**src/rtl/pgm_pkg.sv**
```systemverilog
package pgm_pkg;
  localparam int CMD_W  = 4;
  localparam int OPER_W = 16;
  localparam int ADDR_W = 22;
  localparam int BYTE_W = 8;

  localparam logic [CMD_W-1:0] CMD_CORE  = 4'b0000;
  localparam logic [CMD_W-1:0] CMD_TBLRD = 4'b1001;

  localparam logic [7:0] OPC_LOADW = 8'h0E;
  localparam logic [7:0] OPC_STORW = 8'h6E;
  localparam logic [7:0] REG_UPPER = 8'hF8;
  localparam logic [7:0] REG_HIGH  = 8'hF7;
  localparam logic [7:0] REG_LOW   = 8'hF6;

  typedef enum logic [1:0] {
    PH_CMD,
    PH_OPER,
    PH_OUT
  } phase_t;
endpackage

```
**src/rtl/pgm_edge_sync.sv**
```systemverilog
module pgm_edge_sync #(
  parameter int STAGES = 2
) (
  input  logic clk,
  input  logic rst_n,
  input  logic sclk_raw,
  input  logic data_raw,
  output logic rise_evt,
  output logic fall_evt,
  output logic data_syn
);
  logic [STAGES-1:0] clk_pipe;
  logic [STAGES-1:0] dat_pipe;
  logic              clk_prev;

  always_ff @(posedge clk or negedge rst_n) begin
    if (!rst_n) begin
      clk_pipe <= '0;
      dat_pipe <= '0;
      clk_prev <= 1'b0;
    end else begin
      clk_pipe <= {clk_pipe[STAGES-2:0], sclk_raw};
      dat_pipe <= {dat_pipe[STAGES-2:0], data_raw};
      clk_prev <= clk_pipe[STAGES-1];
    end
  end

  assign rise_evt = clk_pipe[STAGES-1] & ~clk_prev;
  assign fall_evt = ~clk_pipe[STAGES-1] & clk_prev;
  assign data_syn = dat_pipe[STAGES-1];
endmodule

```
**src/rtl/pgm_mem_model.sv**
```systemverilog
module pgm_mem_model #(
  parameter int AW   = 22,
  parameter int DW   = 8,
  parameter logic [7:0] SEED = 8'hA5
) (
  input  logic          clk,
  input  logic          rst_n,
  input  logic          rd_en,
  input  logic [AW-1:0] rd_addr,
  output logic          rd_valid,
  output logic [DW-1:0] rd_data
);
  logic [DW-1:0] folded;

  always_comb begin
    folded = SEED[DW-1:0];
    for (int i = 0; i < AW; i++) begin
      folded[i % DW] = folded[i % DW] ^ rd_addr[i];
    end
  end

  always_ff @(posedge clk or negedge rst_n) begin
    if (!rst_n) begin
      rd_valid <= 1'b0;
      rd_data  <= '0;
    end else begin
      rd_valid <= rd_en;
      if (rd_en) rd_data <= folded;
    end
  end
endmodule

```
**src/rtl/pgm_core_exec.sv**
```systemverilog
module pgm_core_exec
  import pgm_pkg::*;
#(
  parameter int AW = ADDR_W
) (
  input  logic              clk,
  input  logic              rst_n,
  input  logic              exec,
  input  logic [OPER_W-1:0] instr,
  input  logic              inc,
  output logic [AW-1:0]     tblptr
);
  localparam int UP_W = AW - 16;

  logic [7:0]      wreg;
  logic [UP_W-1:0] ptr_u;
  logic [7:0]      ptr_h;
  logic [7:0]      ptr_l;
  logic [7:0]      opc;
  logic [7:0]      arg;

  assign opc    = instr[15:8];
  assign arg    = instr[7:0];
  assign tblptr = {ptr_u, ptr_h, ptr_l};

  always_ff @(posedge clk or negedge rst_n) begin
    if (!rst_n) begin
      wreg  <= '0;
      ptr_u <= '0;
      ptr_h <= '0;
      ptr_l <= '0;
    end else if (inc) begin
      {ptr_u, ptr_h, ptr_l} <= tblptr + 1'b1;
    end else if (exec) begin
      if (opc == OPC_LOADW) begin
        wreg <= arg;
      end else if (opc == OPC_STORW) begin
        case (arg)
          REG_UPPER: ptr_u <= wreg[UP_W-1:0];
          REG_HIGH:  ptr_h <= wreg;
          REG_LOW:   ptr_l <= wreg;
          default:   ;
        endcase
      end
    end
  end

  assert_ptr_step_R7: assert property (@(posedge clk) disable iff (!rst_n)
    inc |=> tblptr == AW'($past(tblptr) + 1'b1));

  assert_w_hold_R4: assert property (@(posedge clk) disable iff (!rst_n)
    !exec |=> $stable(wreg));
endmodule

```
**src/rtl/pgm_port_target.sv**
```systemverilog
module pgm_port_target
  import pgm_pkg::*;
#(
  parameter int SYNC_STAGES = 2
) (
  input  logic clk,
  input  logic rst_n,
  input  logic sclk,
  input  logic sdata_in,
  output logic sdata_out,
  output logic sdata_oe
);
  localparam int CNT_W  = $clog2(OPER_W);
  localparam int HALF_W = OPER_W / 2;
  localparam logic [CNT_W-1:0] CMD_LAST  = CNT_W'(CMD_W - 1);
  localparam logic [CNT_W-1:0] HALF_LAST = CNT_W'(HALF_W - 1);
  localparam logic [CNT_W-1:0] OPER_LAST = CNT_W'(OPER_W - 1);

  logic rise_evt, fall_evt, din;
  phase_t             phase;
  logic [CNT_W-1:0]   cnt;
  logic [CMD_W-1:0]   cmd;
  logic [OPER_W-1:0]  oper;
  logic [BYTE_W-1:0]  shreg;
  logic               exec_q, inc_q, rd_q;
  logic [ADDR_W-1:0]  tblptr;
  logic               mem_valid;
  logic [BYTE_W-1:0]  mem_data;

  pgm_edge_sync #(.STAGES(SYNC_STAGES)) u_sync (
    .clk(clk), .rst_n(rst_n), .sclk_raw(sclk), .data_raw(sdata_in),
    .rise_evt(rise_evt), .fall_evt(fall_evt), .data_syn(din)
  );

  pgm_core_exec #(.AW(ADDR_W)) u_core (
    .clk(clk), .rst_n(rst_n), .exec(exec_q), .instr(oper),
    .inc(inc_q), .tblptr(tblptr)
  );

  pgm_mem_model #(.AW(ADDR_W), .DW(BYTE_W)) u_mem (
    .clk(clk), .rst_n(rst_n), .rd_en(rd_q), .rd_addr(tblptr),
    .rd_valid(mem_valid), .rd_data(mem_data)
  );

  always_ff @(posedge clk or negedge rst_n) begin
    if (!rst_n) begin
      phase    <= PH_CMD;
      cnt      <= '0;
      cmd      <= '0;
      oper     <= '0;
      sdata_oe <= 1'b0;
      exec_q   <= 1'b0;
      inc_q    <= 1'b0;
      rd_q     <= 1'b0;
    end else begin
      exec_q <= 1'b0;
      inc_q  <= 1'b0;
      rd_q   <= 1'b0;
      if (fall_evt) begin
        case (phase)
          PH_CMD: begin
            cmd <= {din, cmd[CMD_W-1:1]};
            if (cnt == CMD_LAST) begin
              cnt   <= '0;
              phase <= PH_OPER;
            end else begin
              cnt <= cnt + 1'b1;
            end
          end
          PH_OPER: begin
            oper <= {din, oper[OPER_W-1:1]};
            if (cmd == CMD_TBLRD && cnt == HALF_LAST) begin
              cnt      <= '0;
              phase    <= PH_OUT;
              sdata_oe <= 1'b1;
              rd_q     <= 1'b1;
            end else if (cnt == OPER_LAST) begin
              cnt    <= '0;
              phase  <= PH_CMD;
              exec_q <= (cmd == CMD_CORE);
            end else begin
              cnt <= cnt + 1'b1;
            end
          end
          PH_OUT: begin
            if (cnt == HALF_LAST) begin
              cnt      <= '0;
              phase    <= PH_CMD;
              sdata_oe <= 1'b0;
              inc_q    <= 1'b1;
            end else begin
              cnt <= cnt + 1'b1;
            end
          end
          default: phase <= PH_CMD;
        endcase
      end
    end
  end

  always_ff @(posedge clk or negedge rst_n) begin
    if (!rst_n) begin
      shreg     <= '0;
      sdata_out <= 1'b0;
    end else if (mem_valid) begin
      shreg <= mem_data;
    end else if (rise_evt && phase == PH_OUT) begin
      sdata_out <= shreg[0];
      shreg     <= {1'b0, shreg[BYTE_W-1:1]};
    end
  end

  assert_oe_on_fall_R6: assert property (@(posedge clk) disable iff (!rst_n)
    $rose(sdata_oe) |-> $past(fall_evt));

  assert_oe_off_fall_R6: assert property (@(posedge clk) disable iff (!rst_n)
    $fell(sdata_oe) |-> $past(fall_evt));

  assert_out_on_rise_R5: assert property (@(posedge clk) disable iff (!rst_n)
    !rise_evt |=> $stable(sdata_out));
endmodule

```
**config.mk**
```make
export PLATFORM = sky130hd
export DESIGN_NAME = pgm_port_target
export DESIGN_NICKNAME = d
export VERILOG_FILES = /design/src/rtl/pgm_pkg.sv /design/src/rtl/pgm_edge_sync.sv /design/src/rtl/pgm_mem_model.sv /design/src/rtl/pgm_core_exec.sv /design/src/rtl/pgm_port_target.sv
export SDC_FILE = /design/constraint.sdc
export NUM_CORES = 1
export LEC_CHECK = 0
export CORE_MARGIN = 8
export CORE_UTILIZATION = 40
export DETAILED_ROUTE_END_ITERATION = 16
export PLACE_DENSITY = 0.63
export REMOVE_ABC_BUFFERS = 1
export SLEW_MARGIN = 25
export SYNTH_ARGS = -nofsm -noshare
export SYNTH_HDL_FRONTEND = slang
export SYNTH_SLANG_ARGS = --single-unit
```
**constraint.sdc**
```tcl
create_clock -name clk -period 1.8 [get_ports clk]
set_clock_uncertainty 0.1 [all_clocks]
set_input_delay 0.36 -clock clk [delete_from_list [all_inputs] [get_ports clk]]
set_output_delay 0.36 -clock clk [all_outputs]
set_load 0.01 [all_outputs]
```
==> summary.md <==
| Metric | Value |
|---|---|
| Fillers | `1022` |
| Met3 usage | `2.79%` |
| Die area | `14700 µm²` |
| Setup crit start kind | `flop` |
| Clk pwr share | `31.9%` |
| Final slew viol count | `0` |
| Vias | `3276` |
| Max Clock Freq | `0.565 GHz` |
| 1st-pass router iterations | `5` |
| DRT antenna net count | `0` |
| Total power | `4.26 mW` |
| Cell count after synthesis | `419` |
| Top cell type's share of synthesized area | `46.9%` |
| CP Class | `flop to flop` |
| Area of the core | `10800 µm²` |
| Lkg Pwr | `2.42 nW` |
| Slew HR | `71.7%` |
| CTS tree | `built` |
| Initial antenna violation count | `0` |
| CP required | `1970 ps` |
| Synth warnings | `0` |
| Slack of the critical path | `29.3 ps` |
| Max IR drop VDD | `0.578 mV` |
| Vias in the first global route | `3182` |
| Root buffer cell | `clkbuf_8` |
| Ys flop type | `dfrtp_1` |
| Post-synthesis sequential area ratio | `46.9%` |
| Boundary Pins | `6` |
| Place WS | `-108 ps` |
| Met1 usage | `18.2%` |
| Outcome | `complete, no violations` |
| Fraction of registers with async set/reset | `100%` |
| Longest Clk Path Bufs | `2` |
| Post-synth top cells | `dfrtp_1, mux2_2, nand2_1` |
| Share of power burned in combinational logic | `15.7%` |
| Die height | `121 µm` |
| Layout area overhead | `17.4%` |
| Slew of the pin with the lowest slew margin | `424 ps` |
| Critical path arrival | `1940 ps` |
| Syn avg cell area | `10.6 µm²` |
| DRC violations left | `0` |
| EDFF count, synth | `0` |
| Synth area leader | `dfrtp_1` |
| HP Class | `flop to flop` |
| Gr busiest metal | `met2` |
| Die W | `121 µm` |
| H-tree depth | `3` |
| Crit share post-route | `98.4%` |
| Top cells by area, synth | `dfrtp_1, mux2_2, xnor2_1, nor2b_1, nand3_1` |
| Final setup vio count | `0` |
| Largest net degree at the start of global routing | `59` |
| Grt total ovfl | `0` |
| Vias/cell | `5.47` |
| Detail Placement HPWL | `6820 µm` |
| Routability cong. | `0.801` |
| CP Max Fanout | `3` |
| Initial core utilization | `40.9%` |
| Final wirelength | `9790 µm` |
| Power Density | `819 nW/µm²` |
| RSZ-0062 raised after global routing | `true` |
| Final net count | `465` |
| Setup TNS | `0 ps` |
| First-pass GRT wire length | `16400 µm` |
| Power Internal | `3.05 mW` |
| N_diodes | `0` |
| Psw | `1.21 mW` |
| Placement Rows | `38` |
| Placed cell count | `577` |
| Sw Share | `28.4%` |
| CTS Sinks | `83` |
| Final hold violation count | `0` |
| Worst setup EP type | `flop` |
| Synth unique cells | `54` |
| Number of port buffers | `5` |
| Fin crit period | `1770 ps` |
| Wire length per cell | `16.3 µm` |
| Max_cap viols | `0` |
| Sequential share of power | `52.4%` |
| Reg clk slew, reported paths | `90 ps` |
| All-Layer GR Usage | `14.1%` |
| Mapped cell area | `4430 µm²` |
| Worst-Skew Late Latency | `370 ps` |
| Non-Filler Instances | `599` |
| Top-count cell post-synth | `dfrtp_1` |
| Flop and latch count out of synthesis | `83` |
| Initial DRC count | `223` |
| CTS buffer count | `9` |
| Share of cells above drive strength 1 | `26.8%` |
| Grt met2 use | `22.3%` |
## cells in the final DEF, fill, tap and decap left out, types with 2 or more instances in the layout
master / count
a211o_1: 4
a211oi_1: 2
a21o_1: 2
a21oi_1: 11
a21oi_2: 3
a221o_1: 6
a22oi_1: 6
a31o_2: 3
a31oi_1: 8
and2_1: 3
and2_4: 2
and3_1: 5
buf_12: 3
buf_4: 41
clkbuf_8: 9
clkdlybuf4s50_1: 3
clkinv_2: 2
dfrtp_1: 83
ha_1: 4
ha_2: 2
inv_1: 9
mux2_2: 35
mux2i_1: 8
nand2_1: 22
nand2b_1: 8
nand3_1: 18
nand3b_1: 6
nand4_1: 14
nand4_2: 2
nand4b_1: 3
nor2_1: 16
nor2b_1: 20
nor3_1: 7
nor4_4: 3
o21ai_0: 15
o21ai_1: 9
xnor2_1: 22
xor2_1: 5
## sequential cells by signal (all words and copies together), names as in the netlist
register / count
inc_q: 1
cnt: 4
oper: 16
exec_q: 1
cmd: 4
u_sync.dat_pipe: 2
u_mem.rd_valid: 1
u_core.ptr_h: 8
u_sync.clk_prev: 1
sdata_out: 1
rd_q: 1
u_sync.clk_pipe: 2
u_core.ptr_l: 8
shreg: 8
phase: 2
u_core.wreg: 8
u_core.ptr_u: 6
sdata_oe: 1
u_mem.rd_data: 8
## layer usage
metal	up-vias	wire, µm
met5	-	0
met4	0	246
met3	15	315
met2	55	4740
met1	1616	4480
li1	1590	-
## area by class of cell
cell class / count / area (µm²) / area share, %
inverters: 9 / 33.8 / 0.649
flip-flops and latches: 83 / 2080 / 39.9
multi-input cells: 301 / 2290 / 44.1
well taps: 140 / 175 / 3.37
clock inverters: 6 / 65.1 / 1.25
clock buffers: 10 / 128 / 2.45
repair buffers: 50 / 432 / 8.30
## path summary, 6_finish.rpt
check	slack [ps]	endpoint	cells past startpoint	start
worst max-delay path	30	phase[0]	6	phase[0]
max in group asynchronous	760	oper[2]	3	rst_n
worst min-delay path	260	u_sync.dat_pipe[1]	0	u_sync.dat_pipe[0]
worst max register to register	30	phase[0]	6	phase[0]
worst min register to register	260	u_sync.dat_pipe[1]	0	u_sync.dat_pipe[0]
min in group asynchronous	320	u_core.ptr_l[7]	2	rst_n
## metrics by stage
stage / utilization [%] / cell area, µm² / hold slack (ps)
2_1_floorplan: - / 4310 / -35.6
3_3_place_gp: 44.8 / 4860 / 187
3_5_place_dp: 44.8 / 4860 / 192
4_1_cts: 47.0 / 5090 / 258
5_1_grt: 48.0 / 5200 / 264
6_report: 48.0 / 5200 / 259
## critical path: stages (launching register included)
cell and delay, ps:
dfrtp_1 390, inv_1 100, ha_1 240, mux2i_1 180, a21oi_2 110, nor3_2 190
mux2_2 350
## power groups by stage
stage,clock network [mW],logic [mW],registers (mW)
finish,1.36,0.668,2.23
CTS,1.40,0.639,2.23
global placement,0,0.582,2.25
global route,1.48,0.744,2.27
floorplan,0,0.429,2.21
detailed placement,0,0.604,2.27
## what timing repair did
action / 4_1_cts / 5_1_grt
endpoints found under the setup margin: 11 / 21
buffers inserted: 1 / 3
hold buffers: 1 / 0
pin swaps: 0 / 2
resized for setup: 4 / 24
gates cloned: 0 / 1
hold endpoints to repair: 20 / 0
## cell families after synthesis
kind of cell             after synthesis  synth area share (%)
AO/OA/AOI/OAI                         76                  11.1
XOR/XNOR                              27                  5.34
adder cells (fa/ha/maj)                7                  1.98
buffers and inverters                 35                  3.53
flip-flops                            83                  46.9
multiplexers                          43                  10.7
AND/OR/NAND/NOR                      148                  20.5
Power figures use the tool's default switching activity.
